**src/rtl/cgate_pkg.sv**
```systemverilog
// Package: shared constants and the power-mode encoding of the clock gating
// controller. Assumes three banks ordered run, sleep, deep sleep.
package cgate_pkg;
    localparam int NBANKS     = 3;
    localparam int BANK_RUN   = 0;
    localparam int BANK_SLEEP = 1;
    localparam int BANK_DEEP  = 2;

    typedef enum logic [1:0] {
        PM_RUN      = 2'b00,
        PM_SLEEP    = 2'b01,
        PM_DEEP     = 2'b10,
        PM_DEEP_ALT = 2'b11
    } pmode_e;
endpackage

```
**src/rtl/cgate_regs.sv**
```systemverilog
// Module: cgate_regs
// Holds the three gating banks behind a simple register bus. Bank b sits
// at REG_BASE + b*REG_STRIDE. Only the low NUNITS bits are stored; the rest
// read as zero. Assumes a single-cycle strobe protocol with combinational
// read data and no wait states.
module cgate_regs
    import cgate_pkg::*;
#(
    parameter int          NUNITS     = 4,
    parameter int          ADDR_W     = 12,
    parameter int          DATA_W     = 32,
    parameter int          REG_BASE   = 'h100,
    parameter int          REG_STRIDE = 'h10,
    parameter logic [NUNITS-1:0] RST_VAL = 1
) (
    input  logic                          clk,
    input  logic                          rst_n,
    input  logic                          reg_sel,
    input  logic                          reg_wr,
    input  logic [ADDR_W-1:0]             reg_addr,
    input  logic [DATA_W-1:0]             reg_wdata,
    output logic [DATA_W-1:0]             reg_rdata,
    output logic [NBANKS-1:0][NUNITS-1:0] bank_q
);
    localparam int PAD_W = DATA_W - NUNITS;

    logic [NBANKS-1:0] hit;

    for (genvar b = 0; b < NBANKS; b++) begin : g_bank
        localparam logic [ADDR_W-1:0] OFFS = ADDR_W'(REG_BASE + b * REG_STRIDE);

        // Decode whether this bank is addressed.
        assign hit[b] = reg_sel && (reg_addr == OFFS);

        // Store the writable bits of this bank.
        always_ff @(posedge clk) begin
            if (!rst_n) begin
                bank_q[b] <= RST_VAL;
            end else if (hit[b] && reg_wr) begin
                bank_q[b] <= reg_wdata[NUNITS-1:0];
            end
        end
    end

    // Return the addressed bank on a read, zero otherwise.
    always_comb begin
        reg_rdata = '0;
        for (int b = 0; b < NBANKS; b++) begin
            if (hit[b] && !reg_wr) begin
                reg_rdata = {{PAD_W{1'b0}}, bank_q[b]};
            end
        end
    end

    p_rsvd_zero_r2: assert property (@(posedge clk) disable iff (!rst_n)
        reg_rdata[DATA_W-1:NUNITS] == '0);

    p_idle_rdata_r9: assert property (@(posedge clk) disable iff (!rst_n)
        !(reg_sel && !reg_wr) |-> reg_rdata == '0);

    p_bank_hold_r3: assert property (@(posedge clk) disable iff (!rst_n)
        !(reg_sel && reg_wr) |=> $stable(bank_q));
endmodule

```
**src/rtl/cgate_sel.sv**
```systemverilog
// Module: cgate_sel
// Picks the governing bank from the power mode and the auto-gating flag and
// registers the result as the clock enable vector, so that a mode switch
// changes the enables only at a clock edge. Assumes pmode is synchronous.
module cgate_sel
    import cgate_pkg::*;
#(
    parameter int                NUNITS  = 4,
    parameter logic [NUNITS-1:0] RST_VAL = 1
) (
    input  logic                          clk,
    input  logic                          rst_n,
    input  logic [1:0]                    pmode,
    input  logic                          auto_gate,
    input  logic [NBANKS-1:0][NUNITS-1:0] bank_q,
    output logic [NUNITS-1:0]             en_q
);
    logic [NUNITS-1:0] pick;

    // Choose the bank that governs in the present mode.
    always_comb begin
        pick = bank_q[BANK_RUN];
        if (auto_gate) begin
            unique case (pmode_e'(pmode))
                PM_RUN:               pick = bank_q[BANK_RUN];
                PM_SLEEP:             pick = bank_q[BANK_SLEEP];
                PM_DEEP, PM_DEEP_ALT: pick = bank_q[BANK_DEEP];
                default:              pick = bank_q[BANK_RUN];
            endcase
        end
    end

    // Register the enable vector.
    always_ff @(posedge clk) begin
        if (!rst_n) begin
            en_q <= RST_VAL;
        end else begin
            en_q <= pick;
        end
    end

    p_reset_en_r1: assert property (@(posedge clk) disable iff (!rst_n)
        $rose(rst_n) |-> en_q == RST_VAL);

    p_run_noauto_r4: assert property (@(posedge clk) disable iff (!rst_n)
        ($past(rst_n) && !$past(auto_gate)) |-> en_q == $past(bank_q[BANK_RUN]));

    p_deep_alt_r5: assert property (@(posedge clk) disable iff (!rst_n)
        ($past(rst_n) && $past(auto_gate) && $past(pmode[1]))
            |-> en_q == $past(bank_q[BANK_DEEP]));
endmodule

```
**src/rtl/cgate_fault.sv**
```systemverilog
// Module: cgate_fault
// Screens peripheral accesses. The unit is named by the address bits just
// above a 2**WIN_LG2 byte window. A strobe to an unclocked unit becomes a
// fault; a strobe to a clocked unit becomes a grant. Purely combinational.
module cgate_fault #(
    parameter int NUNITS  = 4,
    parameter int PADDR_W = 16,
    parameter int WIN_LG2 = 12
) (
    input  logic               per_req,
    input  logic [PADDR_W-1:0] per_addr,
    input  logic [NUNITS-1:0]  en,
    output logic               per_grant,
    output logic               per_fault
);
    localparam int UIDX_W = $clog2(NUNITS);

    logic [UIDX_W-1:0] uidx;
    logic              clk_ok;

    assign uidx = per_addr[WIN_LG2 +: UIDX_W];

    // Look up the enable of the addressed unit; absent units count as gated.
    always_comb begin
        clk_ok = 1'b0;
        for (int u = 0; u < NUNITS; u++) begin
            if (uidx == UIDX_W'(u)) begin
                clk_ok = en[u];
            end
        end
    end

    assign per_grant = per_req && clk_ok;
    assign per_fault = per_req && !clk_ok;
endmodule

```
**src/rtl/cgate_ctrl.sv**
```systemverilog
// Module: cgate_ctrl (top)
// Power-mode clock gating controller: register banks, bank selection with
// registered enables, and the bus-fault screen for peripheral accesses.
// Assumes one clock domain and a synchronous active-low reset.
module cgate_ctrl
    import cgate_pkg::*;
#(
    parameter int NUNITS  = 4,
    parameter int ADDR_W  = 12,
    parameter int DATA_W  = 32,
    parameter int PADDR_W = 16,
    parameter int WIN_LG2 = 12
) (
    input  logic               clk,
    input  logic               rst_n,
    input  logic [1:0]         pmode,
    input  logic               auto_gate,
    input  logic               reg_sel,
    input  logic               reg_wr,
    input  logic [ADDR_W-1:0]  reg_addr,
    input  logic [DATA_W-1:0]  reg_wdata,
    output logic [DATA_W-1:0]  reg_rdata,
    input  logic               per_req,
    input  logic [PADDR_W-1:0] per_addr,
    output logic               per_grant,
    output logic               per_fault,
    output logic [NUNITS-1:0]  unit_clk_en
);
    localparam logic [NUNITS-1:0] RST_VAL = NUNITS'(1);
    localparam int                UIDX_W  = $clog2(NUNITS);

    logic [NBANKS-1:0][NUNITS-1:0] bank_q;

    cgate_regs #(
        .NUNITS(NUNITS), .ADDR_W(ADDR_W), .DATA_W(DATA_W),
        .REG_BASE('h100), .REG_STRIDE('h10), .RST_VAL(RST_VAL)
    ) u_regs (
        .clk(clk), .rst_n(rst_n), .reg_sel(reg_sel), .reg_wr(reg_wr),
        .reg_addr(reg_addr), .reg_wdata(reg_wdata), .reg_rdata(reg_rdata),
        .bank_q(bank_q)
    );

    cgate_sel #(.NUNITS(NUNITS), .RST_VAL(RST_VAL)) u_sel (
        .clk(clk), .rst_n(rst_n), .pmode(pmode), .auto_gate(auto_gate),
        .bank_q(bank_q), .en_q(unit_clk_en)
    );

    cgate_fault #(.NUNITS(NUNITS), .PADDR_W(PADDR_W), .WIN_LG2(WIN_LG2)) u_fault (
        .per_req(per_req), .per_addr(per_addr), .en(unit_clk_en),
        .per_grant(per_grant), .per_fault(per_fault)
    );

    p_gated_faults_r7: assert property (@(posedge clk) disable iff (!rst_n)
        (per_req && !unit_clk_en[per_addr[WIN_LG2 +: UIDX_W]])
            |-> (per_fault && !per_grant));

    p_clocked_grants_r8: assert property (@(posedge clk) disable iff (!rst_n)
        (per_req && unit_clk_en[per_addr[WIN_LG2 +: UIDX_W]])
            |-> (per_grant && !per_fault));

    p_quiet_no_req_r8: assert property (@(posedge clk) disable iff (!rst_n)
        !per_req |-> !(per_grant || per_fault));
endmodule

```
**config.mk**
```make
export PLATFORM = sky130hd
export DESIGN_NAME = cgate_ctrl
export DESIGN_NICKNAME = d
export VERILOG_FILES = /design/src/rtl/cgate_pkg.sv /design/src/rtl/cgate_regs.sv /design/src/rtl/cgate_sel.sv /design/src/rtl/cgate_fault.sv /design/src/rtl/cgate_ctrl.sv
export SDC_FILE = /design/constraint.sdc
export NUM_CORES = 1
export LEC_CHECK = 0
export BUFFER_PORTS_ARGS = -buffer_cell sky130_fd_sc_hd__buf_2
export CAP_MARGIN = 20
export CORE_ASPECT_RATIO = 1.75
export CORE_MARGIN = 2
export CORE_UTILIZATION = 36
export DETAILED_ROUTE_END_ITERATION = 8
export PLACE_DENSITY = 0.87
export SKIP_LAST_GASP = 1
export SLEW_MARGIN = 40
export SYNTH_ARGS = -nofsm -noshare
export SYNTH_HDL_FRONTEND = slang
export SYNTH_SLANG_ARGS = --single-unit
```
**constraint.sdc**
```tcl
create_clock -name clk -period 1.3 [get_ports clk]
set_input_delay 0.26 -clock clk [delete_from_list [all_inputs] [get_ports clk]]
set_output_delay 0.26 -clock clk [all_outputs]
set_load 0.01 [all_outputs]
```
======== Word level (Yosys, flattened, before mapping) ========
Cells that the tools add are included.
storage, ports and cells
  output and inout port bits .............. 38
  input port bits ......................... 68
  register bits after elaboration ......... 16
  word-level logic and storage cells ...... 38
operators by class
  muxes and demuxes ....................... 9
  reduce and logical (&&, ||, !) cells .... 16
  equality and inequality tests ........... 9
operators with widths
  cell                                                  count
  equality test 12 x 9 -> 1 bit, second input constant  3
  two-way mux 4 bit                                     4
  one-hot mux 4 bit (3 select lines)                    1
  logical AND 1 bit                                     11
  equality test 2 bit, second input constant            4
  equality test 2 x 1 -> 1 bit, second input constant   2
  logical NOT 2 bit                                     2
  two-way mux 1 bit                                     4
  logical NOT 1 bit                                     2
  OR reduction 2 bit                                    1

======== Logic depth before layout (Yosys ltp) ========
Gate-level depths: netlist (run 1).
  word-level depth ........................ 7
  depth in mapped cells ................... 5
  depth with buffers taken out ............ 3

======== Modules after synthesis ========
A second synthesis (run 1) with hierarchy kept.
unflattened totals
  cell total of the unflattened synthesis .. 116
  area, all modules ....................... 1124.8 um^2
modules (own cells, without submodules)
  module       area each (um^2)  times used  cells each  seq. area each (um^2)
  cgate_regs   878.3             1           94          240.2
  cgate_sel    211.5             1           19          80.1
  cgate_fault  35.0              1           3           0.0

======== Worst setup path before layout (run 1) ========
No wires, ideal clock.
  path type ............................... in2out
  start point ............................. input port reg_addr[9]
  end point ............................... output port reg_rdata[0]
  stages on the path ...................... 3
  required time ........................... 1040 ps
  slack ................................... 29 ps
  data arrival time ....................... 1011 ps
  buffers on the path ..................... 0
  cells stage by stage .................... nor4b_4 -> nand4b_1 -> nor2_1
on the way
  cells in the longest elaborated chain, start to end .. 6
  elaborated cells between the ends (all ways) .. 12
  classes of those cells .................. eq/ne: 3; mux: 3; reduce/logical: 6
RTL lines
  what                             line              text
  start, declared                  cgate_ctrl.sv:20  input logic [ADDR_W-1:0] reg_addr,
  equality test 12 x 9 -> 1 bit    cgate_regs.sv:33  assign hit[b] = reg_sel && (reg_addr == OFFS);
  logical AND 1 bit                cgate_regs.sv:33
  logical AND 1 bit                cgate_regs.sv:49  if (hit[b] && !reg_wr) begin
  two-way mux 4 bit (2 in series)  cgate_regs.sv:49
  two-way mux 4 bit (*)            cgate_regs.sv:49
  end, declared                    cgate_ctrl.sv:22  output logic [DATA_W-1:0] reg_rdata,
Every way passes the cells marked *; elsewhere a longest branch is shown, timed or not.

======== Worst setup path in the final report (run 1) ========
  start point ............................. register u_sel.en_q[0]
  end point ............................... output port per_grant
on the way
  cells in the longest elaborated chain, start to end .. 5
RTL lines
  what                             line               text
  start, declared                  cgate_sel.sv:16    output logic [NUNITS-1:0] en_q
  start signal, assigned           cgate_sel.sv:38    en_q <= pick;
  two-way mux 1 bit (4 in series)  cgate_fault.sv:27  if (uidx == UIDX_W'(u)) begin
  logical AND 1 bit                cgate_fault.sv:33  assign per_grant = per_req && clk_ok;
  end, declared                    cgate_ctrl.sv:25   output logic per_grant,
No other way between the ends.

==> results of run 1 <==
## cell usage after synthesis, types with 3 or more instances
library cell / n
buf_4: 29
dfxtp_1: 16
mux2i_1: 16
nand2_1: 14
nor2_1: 11
o21ai_0: 5
a2bb2oi_1: 4
inv_1: 4
a21oi_1: 3
a22o_1: 3
## stage by stage
stage / utilization (%) / area, µm² / TNS [ns]
5_1_grt: 48.6 / 1440 / -1.24
3_5_place_dp: 42.3 / 1250 / -1.80
4_1_cts: 45.3 / 1340 / -1.29
2_1_floorplan: - / 1220 / 0
3_3_place_gp: 42.3 / 1250 / -1.63
6_report: 48.6 / 1440 / -0.926
## power breakdown
part           switching [mW]  internal [mW]
clock                   0.173          0.269
combinational           0.118         0.0897
sequential            0.00280          0.497
total                   0.294          0.855
## routing by layer
metal | wire [µm] | global-route usage [%]
met5 | 0 | 0
met2 | 1330 | 23.3
met1 | 886 | 13.9
met4 | 128 | 10.0
met3 | 139 | 2.56
## cells by family after synthesis
kind of cell,Yosys count
multiplexers,17
flip-flops,16
other,1
buffers and inverters,37
AO/OA/AOI/OAI,17
AND/OR/NAND/NOR,38
## critical path, cell delays in order (launching register included)
cell,delay (ns)
dfxtp_2,0.32
mux4_2,0.47
and2_4,0.15
buf_2,0.13
## cell type report
| cell class | count | share of cell area, % |
|---|---|---|
| Clock buffer | 4 | 3.82 |
| Inverter | 4 | 1.04 |
| Multi-Input combinational cell | 100 | 48.0 |
| Sequential cell | 16 | 22.5 |
| Tap cell | 42 | 3.65 |
| Timing Repair Buffer | 45 | 20.9 |
## sequential cells by signal (all words and copies together) (netlist names)
name / count
u_regs.bank_q: 12
u_sel.en_q: 4
## timing repair
| action | in CTS | in global routing |
|---|---|---|
| setup endpoints to repair | 6 | 9 |
| buffers inserted | 2 | 2 |
| pin swaps | 8 | 5 |
| resized for setup | 3 | 20 |
## worst max path at each step
stage,start,endpoint,slack (ns),depth (start not counted)
after detailed placement,reg_addr[9],reg_rdata[0],-0.24,5
final,u_sel.en_q[0],per_grant,-0.28,3
after CTS,u_sel.en_q[3],per_grant,-0.29,3
after global placement,reg_addr[9],reg_rdata[0],-0.24,5
after floorplan,reg_addr[9],reg_rdata[0],0.03,3
after global routing,u_sel.en_q[0],per_grant,-0.32,3
## placed cells by master (no fill, tap or decap)
master,n
nor2_4,3
and4_1,1
nand2_1,14
mux2i_1,15
a2bb2oi_2,3
and3b_1,2
nand4b_1,1
buf_4,8
a221o_1,1
dfxtp_2,3
nor4b_4,1
mux4_2,1
buf_6,9
buf_2,28
nor2b_1,2
nand4_2,2
and2_4,1
o21ai_0,5
clkbuf_8,4
dfxtp_1,13
nor3b_1,1
nor2_1,8
a22o_1,3
nor4_4,1
a21oi_1,3
mux2i_2,1
o21a_1,1
inv_1,4
conb_1,28
nor3b_2,1
a2bb2oi_1,1
==> reports/results.ini, run 1 <==
[clock_tree]
cts_buffer_depth=2
cts-buffers-inserted=3
cts.sinks=16
cts_root_buf=clkbuf_8
clk_pin_slew_worst_paths_ns=0.06
cts_tree=built
clk_latency_ns=0.25
h-tree-depth=1
cts_hold_buf=0

[run]
drv_cap=0

[worst_hold_path]
whs_endpoint=u_sel.en_q[1]
holdCritPathClass=in2reg
hold_depth=2
min_from=auto_gate

[critical_path]
reg2reg_from=u_regs.bank_q[4]
reg2regPathDepth=3
cp.required_ns=1.04
r2r_setup_slack_ns=0.44
end_kind=primary output
reg2reg_to=u_sel.en_q[0]
cp_max_fo=2
crit_type=reg2out
crit_path_start_kind=flip-flop
timing.critical_path.arrival_ns=1.32

[cells_and_area]
syn_to_final_growth_pct=28.5
final_nets=238
fill_cells=271
regArea_um2=324
multi_input_area_um2=692
instances_no_fill=211
antenna_cells=0
layout-drive-gt1-share_pct=39.1

[synthesis]
ys_warn_count=0
ys_types=27
yosysSeqAreaShare_pct=28.6
synthMuxAreaShare_pct=16.3
ys.flop_type=dfxtp_1
synth_top_family_by_area=buffers and inverters
synthCells=126
synthTopCellsByArea=dfxtp_1 29%, buf_4 19%, mux2i_1 14%
async_reset_ff_share_pct=0
ys_seq_elements=16
synth_edf_count=0
synth_compound_area_share_pct=10.6
syn_avg_cell_area_um2=8.90
synthXorXnorAreaFrac_pct=0
synth_top_area_cell=dfxtp_1
yosys.area_share.simple_pct=21.2
syn-cell-area_mm2=0.00112
synth_top_area_share_pct=28.6
synthAdderAreaFrac_pct=0

[routing]
wire_per_inst_um=11.7
vias=960
drcViolationCount=0
first_iter_violations=25
vias_per_cell=4.55
drtPass1Iterations=4
wirelength_mm=2.48
ant_nets=0

[die]
die_w_um=46.2
start_util_pct=37.9
num_io_pins=106
core-area_mm2=0.00296
dieArea_mm2=0.00359
die_y_um=77.8
num_rows=26

[timing]
fmax_mhz=635
fin_crit_ns=1.58
slew_viol_final=0
finalHoldViolations=0
setup_ws_ns=-0.276
hold_slack_ns=0.259
fin_crit_sh_pct=121
finalSetupViolCount=6
skew_ns=0.00129
rsz0062_at_grt=yes

[global_routing]
grt.total_usage_pct=13.8
grt_max_degree=17
grt_pass1_wl_mm=3.59
grt_overflow=0
antenna_found_initial=0
grt_pass1_vias=829

[place]
dp_hpwl_mm=1.84
gp_congestion=0.880
placed_cells=203
io_buffers=35
dp_slack_ns=-0.243

[power]
p_total_mw=1.15
vdd_drop_max_v=0.000555
p_leak_nw=0.714
power_per_cell_area_mw_per_mm2=798

[status]
status=finished with violations
violations=negative setup slack

No activity file was read; power rests on OpenSTA's default activity.
==> run 2, diff against run 1 <==
Clock period 1.3 ns to 1.7 ns, I/O delays scaled along.
==> run 2 against run 1 <==
The run now ends clean. Count of clock-buffer cells in the layout unchanged. Die area is the same. Utilization fell by 4.4 points. Global-route usage up 0.28 points. Critical path depth is 2 higher. Register-to-register slack better by 0.42 ns. Clock power decreased by 24%. Total power decreased by 24%. First-iteration DRC count shrank 12%. Design area fell by 9.1%. Combinational power fell by 29%. Non-clock buffer count shrank 6.
==> reports/results.ini, run 2 (synthesis gave the netlist of run 1 again) <==
[cells_and_area]
antenna_cells=0
layout_common_cells=33 x buf_2, 28 x conb_1, 16 x mux2i_1
regMostFlops=u_regs.bank_q
largest_reg_flops=12
layout-drive-gt1-share_pct=31.3
multi_input_area_um2=647
mostFrequentLayoutCell=buf_2
reg.largest.list=u_regs.bank_q (12), u_sel.en_q (4)
fill_cells=296
syn_to_final_growth_pct=16.7
regArea_um2=322
instances_no_fill=205
final_nets=232

[clock_tree]
clk_latency_ns=0.25
clk_pin_slew_worst_paths_ns=0.06
cts.sinks=16
h-tree-depth=1
cts_hold_buf=0
cts-buffers-inserted=3
cts_root_buf=clkbuf_8
cts_tree=built
cts_buffer_depth=2

[critical_path]
critPathLaunch=reg_addr[9]
reg2reg_to=u_sel.en_q[0]
crit_path_start_kind=primary input
crit_type=in2out
end_kind=primary output
reg2reg_from=u_regs.bank_q[4]
cp.required_ns=1.36
timing.critical_path.arrival_ns=1.35
reg2regPathDepth=3
cp_max_fo=4
r2r_setup_slack_ns=0.86

[timing]
skew_ns=0.00137
finalHoldViolations=0
fin_crit_ns=1.69
slew_viol_final=0
fin_crit_sh_pct=99.5
finalSetupViolCount=0
rsz0062_at_grt=yes
fmax_mhz=591

[status]
status=completed

[worst_hold_path]
holdCritPathClass=in2reg
whs_endpoint=u_sel.en_q[3]
hold_depth=2
min_from=auto_gate

[global_routing]
grt_pass1_vias=870
grt.total_usage_pct=14.1
grt_pass1_wl_mm=3.69
antenna_found_initial=0
grt_max_degree=17
grt_overflow=0

[die]
start_util_pct=37.9
die_w_um=46.2
core-area_mm2=0.00296
dieArea_mm2=0.00359
die_y_um=77.8
num_rows=26
num_io_pins=106

[routing]
drcViolationCount=0
wire_per_inst_um=11.7
vias_per_cell=4.63
first_iter_violations=22
drtPass1Iterations=4
wirelength_mm=2.40
ant_nets=0
vias=950

[place]
gp_congestion=0.860
dp_hpwl_mm=1.91
placed_cells=201
io_buffers=35

[power]
vdd_drop_max_v=0.000463
power_per_cell_area_mw_per_mm2=663
p_leak_nw=0.675
p_total_uw=868

[run]
drv_cap=0

-- run 2: changes by cell type in the layout (fill, tap and decap cells not counted), sizes merged --
cell  change
buf       -6
-- run 2: cell type report --
cell class,count,area share [%]
Sequential cell,16,24.6
Inverter,4,1.15
Timing Repair Buffer,39,16.6
Clock buffer,4,4.21
Tap cell,42,4.02
Multi-Input combinational cell,100,49.4
-- run 2: worst max path at each step --
stage                   end  slack [ns]  cells after the start
2_1_floorplan  reg_rdata[0]        0.27                      3
3_3_place_gp   reg_rdata[0]       0.006                      5
3_5_place_dp   reg_rdata[2]        0.02                      5
4_1_cts        reg_rdata[3]        0.01                      5
5_1_grt        reg_rdata[0]       -0.06                      5
6_report       reg_rdata[3]       0.008                      5
-- run 2: critical path, stage by stage --
cell	delay, ns
buf_2	0.11
nor4b_4	0.28
nand4b_1	0.26
nor2_1	0.21
buf_2	0.16
-- run 2: routing by layer --
metal  wire, µm  vias up  GRT usage [%]
met1        793      435           13.1
met3        157       11           1.40
met5          0        -              0
met4        104        0           8.86
li1           -      448              -
met2       1350       56           26.3
-- run 2: where the power goes --
group	internal (mW)	total [mW]	switching, mW
clock	0.206	0.338	0.133
combinational	0.0612	0.148	0.0865
sequential	0.380	0.382	0.00196
-- run 2: stage by stage --
stage                     TNS [ns]  hold slack [ns]  utilization, %  instance area (µm²)  setup slack (ns)
after floorplan                  0            0.429               -                 1220             0.269
after global placement           0            0.462            41.8                 1240           0.00598
after detailed placement         0            0.473            41.8                 1240            0.0211
after CTS                        0            0.332            43.7                 1290            0.0147
after global routing        -0.166            0.335            44.2                 1310           -0.0593
final                            0            0.323            44.2                 1310           0.00822
-- run 2: repair_timing --
item,in CTS,in global routing
buffers inserted,0,0
setup endpoints to repair,0,5
gates resized for setup,0,4
==> run 3, diff against run 2 <==
Settings changed: REMOVE_ABC_BUFFERS from default to 1.
==> run 3 against run 2 <==
Flip-flop and latch count unchanged. Setup slack better by 0.0074 ns. Largest cell class unchanged. Combinational power about the same. Utilization down 0.25 points. Die area unchanged. Design area down 0.57%. Largest power group unchanged. Critical path depth unchanged. Critical path type unchanged.
==> reports/results.ini, run 3 (synthesis gave the netlist of run 1 again) <==
[timing]
finalHoldViolations=0
skew_ns=0.00255
fin_tns_setup_ns=0
fmax_mhz=594
hold_slack_ns=0.344
rsz0062_at_grt=yes
slew_viol_final=0
finalSetupViolCount=0
fin_crit_ns=1.68
fin_crit_sh_pct=99.1

[critical_path]
cp_max_fo=4
end_kind=primary output
timing.critical_path.arrival_ns=1.34
crit_chain=buf_6, nor4_4, nand4b_1, nor2_2, buf_2
crit_type=in2out
crit_slowest_cell=nor4_4
cp.required_ns=1.36
worst_path_largest_cell_delay_ns=0.30
crit_path_start_kind=primary input

[power]
vdd_drop_max_v=0.000287
p_leak_nw=0.667
power_per_cell_area_mw_per_mm2=625
p_int_uw=600
p_seq_share_pct=46.9
switching_share_pct=26.3
p_sw_uw=214
p_comb_share_pct=18.3
p_clk_share_pct=34.8

[clock_tree]
cts.sinks=16
cts_tree=built
cts_root_buf=clkbuf_8
cts-buffers-inserted=3
clk_latency_ns=0.25
clk_pin_slew_worst_paths_ns=0.06
cts_buffer_depth=2
h-tree-depth=1

[die]
num_rows=26
dieArea_mm2=0.00359
num_io_pins=106
die_y_um=77.8
start_util_pct=37.9
core-area_mm2=0.00296
die_w_um=46.2

[routing]
drcViolationCount=0
vias_per_cell=4.60
first_iter_violations=18
wirelength_mm=2.37
wire_per_inst_um=11.7
drtPass1Iterations=4
vias=934
ant_nets=0

[global_routing]
antenna_found_initial=0
grt_pass1_wl_mm=3.69
grt.total_usage_pct=13.9
grt_pass1_vias=869
grt_max_degree=17
grt_overflow=0

[cells_and_area]
mostFrequentLayoutCell=buf_2
regMostFlops=u_regs.bank_q
layout-drive-gt1-share_pct=30.4
largest_reg_flops=12
syn_to_final_growth_pct=16.1
fill_cells=296
antenna_cells=0
layout_common_cells=31 x buf_2, 28 x conb_1, 16 x mux2i_1, 16 x dfxtp_1, 14 x nand2_1
instances_no_fill=203
reg.largest.list=u_regs.bank_q (12), u_sel.en_q (4)
postLayoutCellArea_mm2=0.00130
final_nets=231

[place]
post_dp_cell_area_mm2=0.00123
gp_congestion=0.762
io_buffers=35
dp_hpwl_mm=1.89
placed_cells=200

[status]
status=completed

[run]
drv_cap=0

[worst_hold_path]
holdCritPathClass=in2reg

run 3: cell count changes in the layout (fill, tap and decap cells not counted):
cell and delta:
buf_2 -2, buf_6 +2, buf_4 -1, clkbuf_8 -1, dfxtp_1 +1, dfxtp_2 -1, nor2_1 -1, nor2_2 +1
run 3: final timing paths:
check | from | endpoint | slack (ns) | cells past startpoint
hold reg to reg | u_regs.bank_q[7] | u_regs.bank_q[7] | 0.48 | 2
setup reg to reg | u_regs.bank_q[8] | u_sel.en_q[0] | 0.85 | 3
setup / recovery | reg_addr[2] | reg_rdata[0] | 0.02 | 5
hold / removal | auto_gate | u_sel.en_q[2] | 0.34 | 2
run 3: worst max-delay path, delay by kind of cell:
family | cells | cell delay, ns
buf+inv | 2 | 0.25
simple gates | 3 | 0.75
run 3: power groups by stage:
| stage | logic [mW] | clock network [mW] | registers [mW] |
|---|---|---|---|
| 2_1_floorplan | 0.0713 | 0 | 0.392 |
| 3_3_place_gp | 0.137 | 0 | 0.390 |
| 3_5_place_dp | 0.140 | 0 | 0.390 |
| 4_1_cts | 0.141 | 0.289 | 0.382 |
| 5_1_grt | 0.167 | 0.299 | 0.382 |
| 6_report | 0.149 | 0.283 | 0.381 |
run 3: layout make-up:
class	instances	area [µm²]	area share [%]
inverter	4	15.0	1.15
clock buffer	3	41.3	3.17
tap	42	52.6	4.04
timing repair buffer	38	223	17.1
multi-input combinational	100	649	49.9
sequential	16	320	24.6
run 3: metal layers:
layer	global-route usage, %	vias up	part of all wire (%)
met2	23.6	56	55
met3	2.79	9	6.9
met4	10.3	0	4.1
li1	-	446	-
met1	13.7	423	34
met5	0	-	0
run 3: metrics by stage:
step                      util (%)  total power, mW  setup slack [ns]
final                         44.0            0.813            0.0157
after detailed placement      41.5            0.530           0.00628
after CTS                     42.9            0.811           0.00647
after floorplan                  -            0.464             0.269
after global placement        41.5            0.527            0.0216
after global routing          44.0            0.848           -0.0403
run 3: repair_timing:
| action | CTS | global route |
|---|---|---|
| endpoints found under the hold margin | 0 | 0 |
| endpoints found under the setup margin | 1 | 6 |
| pin swaps | 2 | 7 |
| setup buffers | 0 | 0 |
| resized for setup | 0 | 6 |
| hold buffers | 0 | 0 |
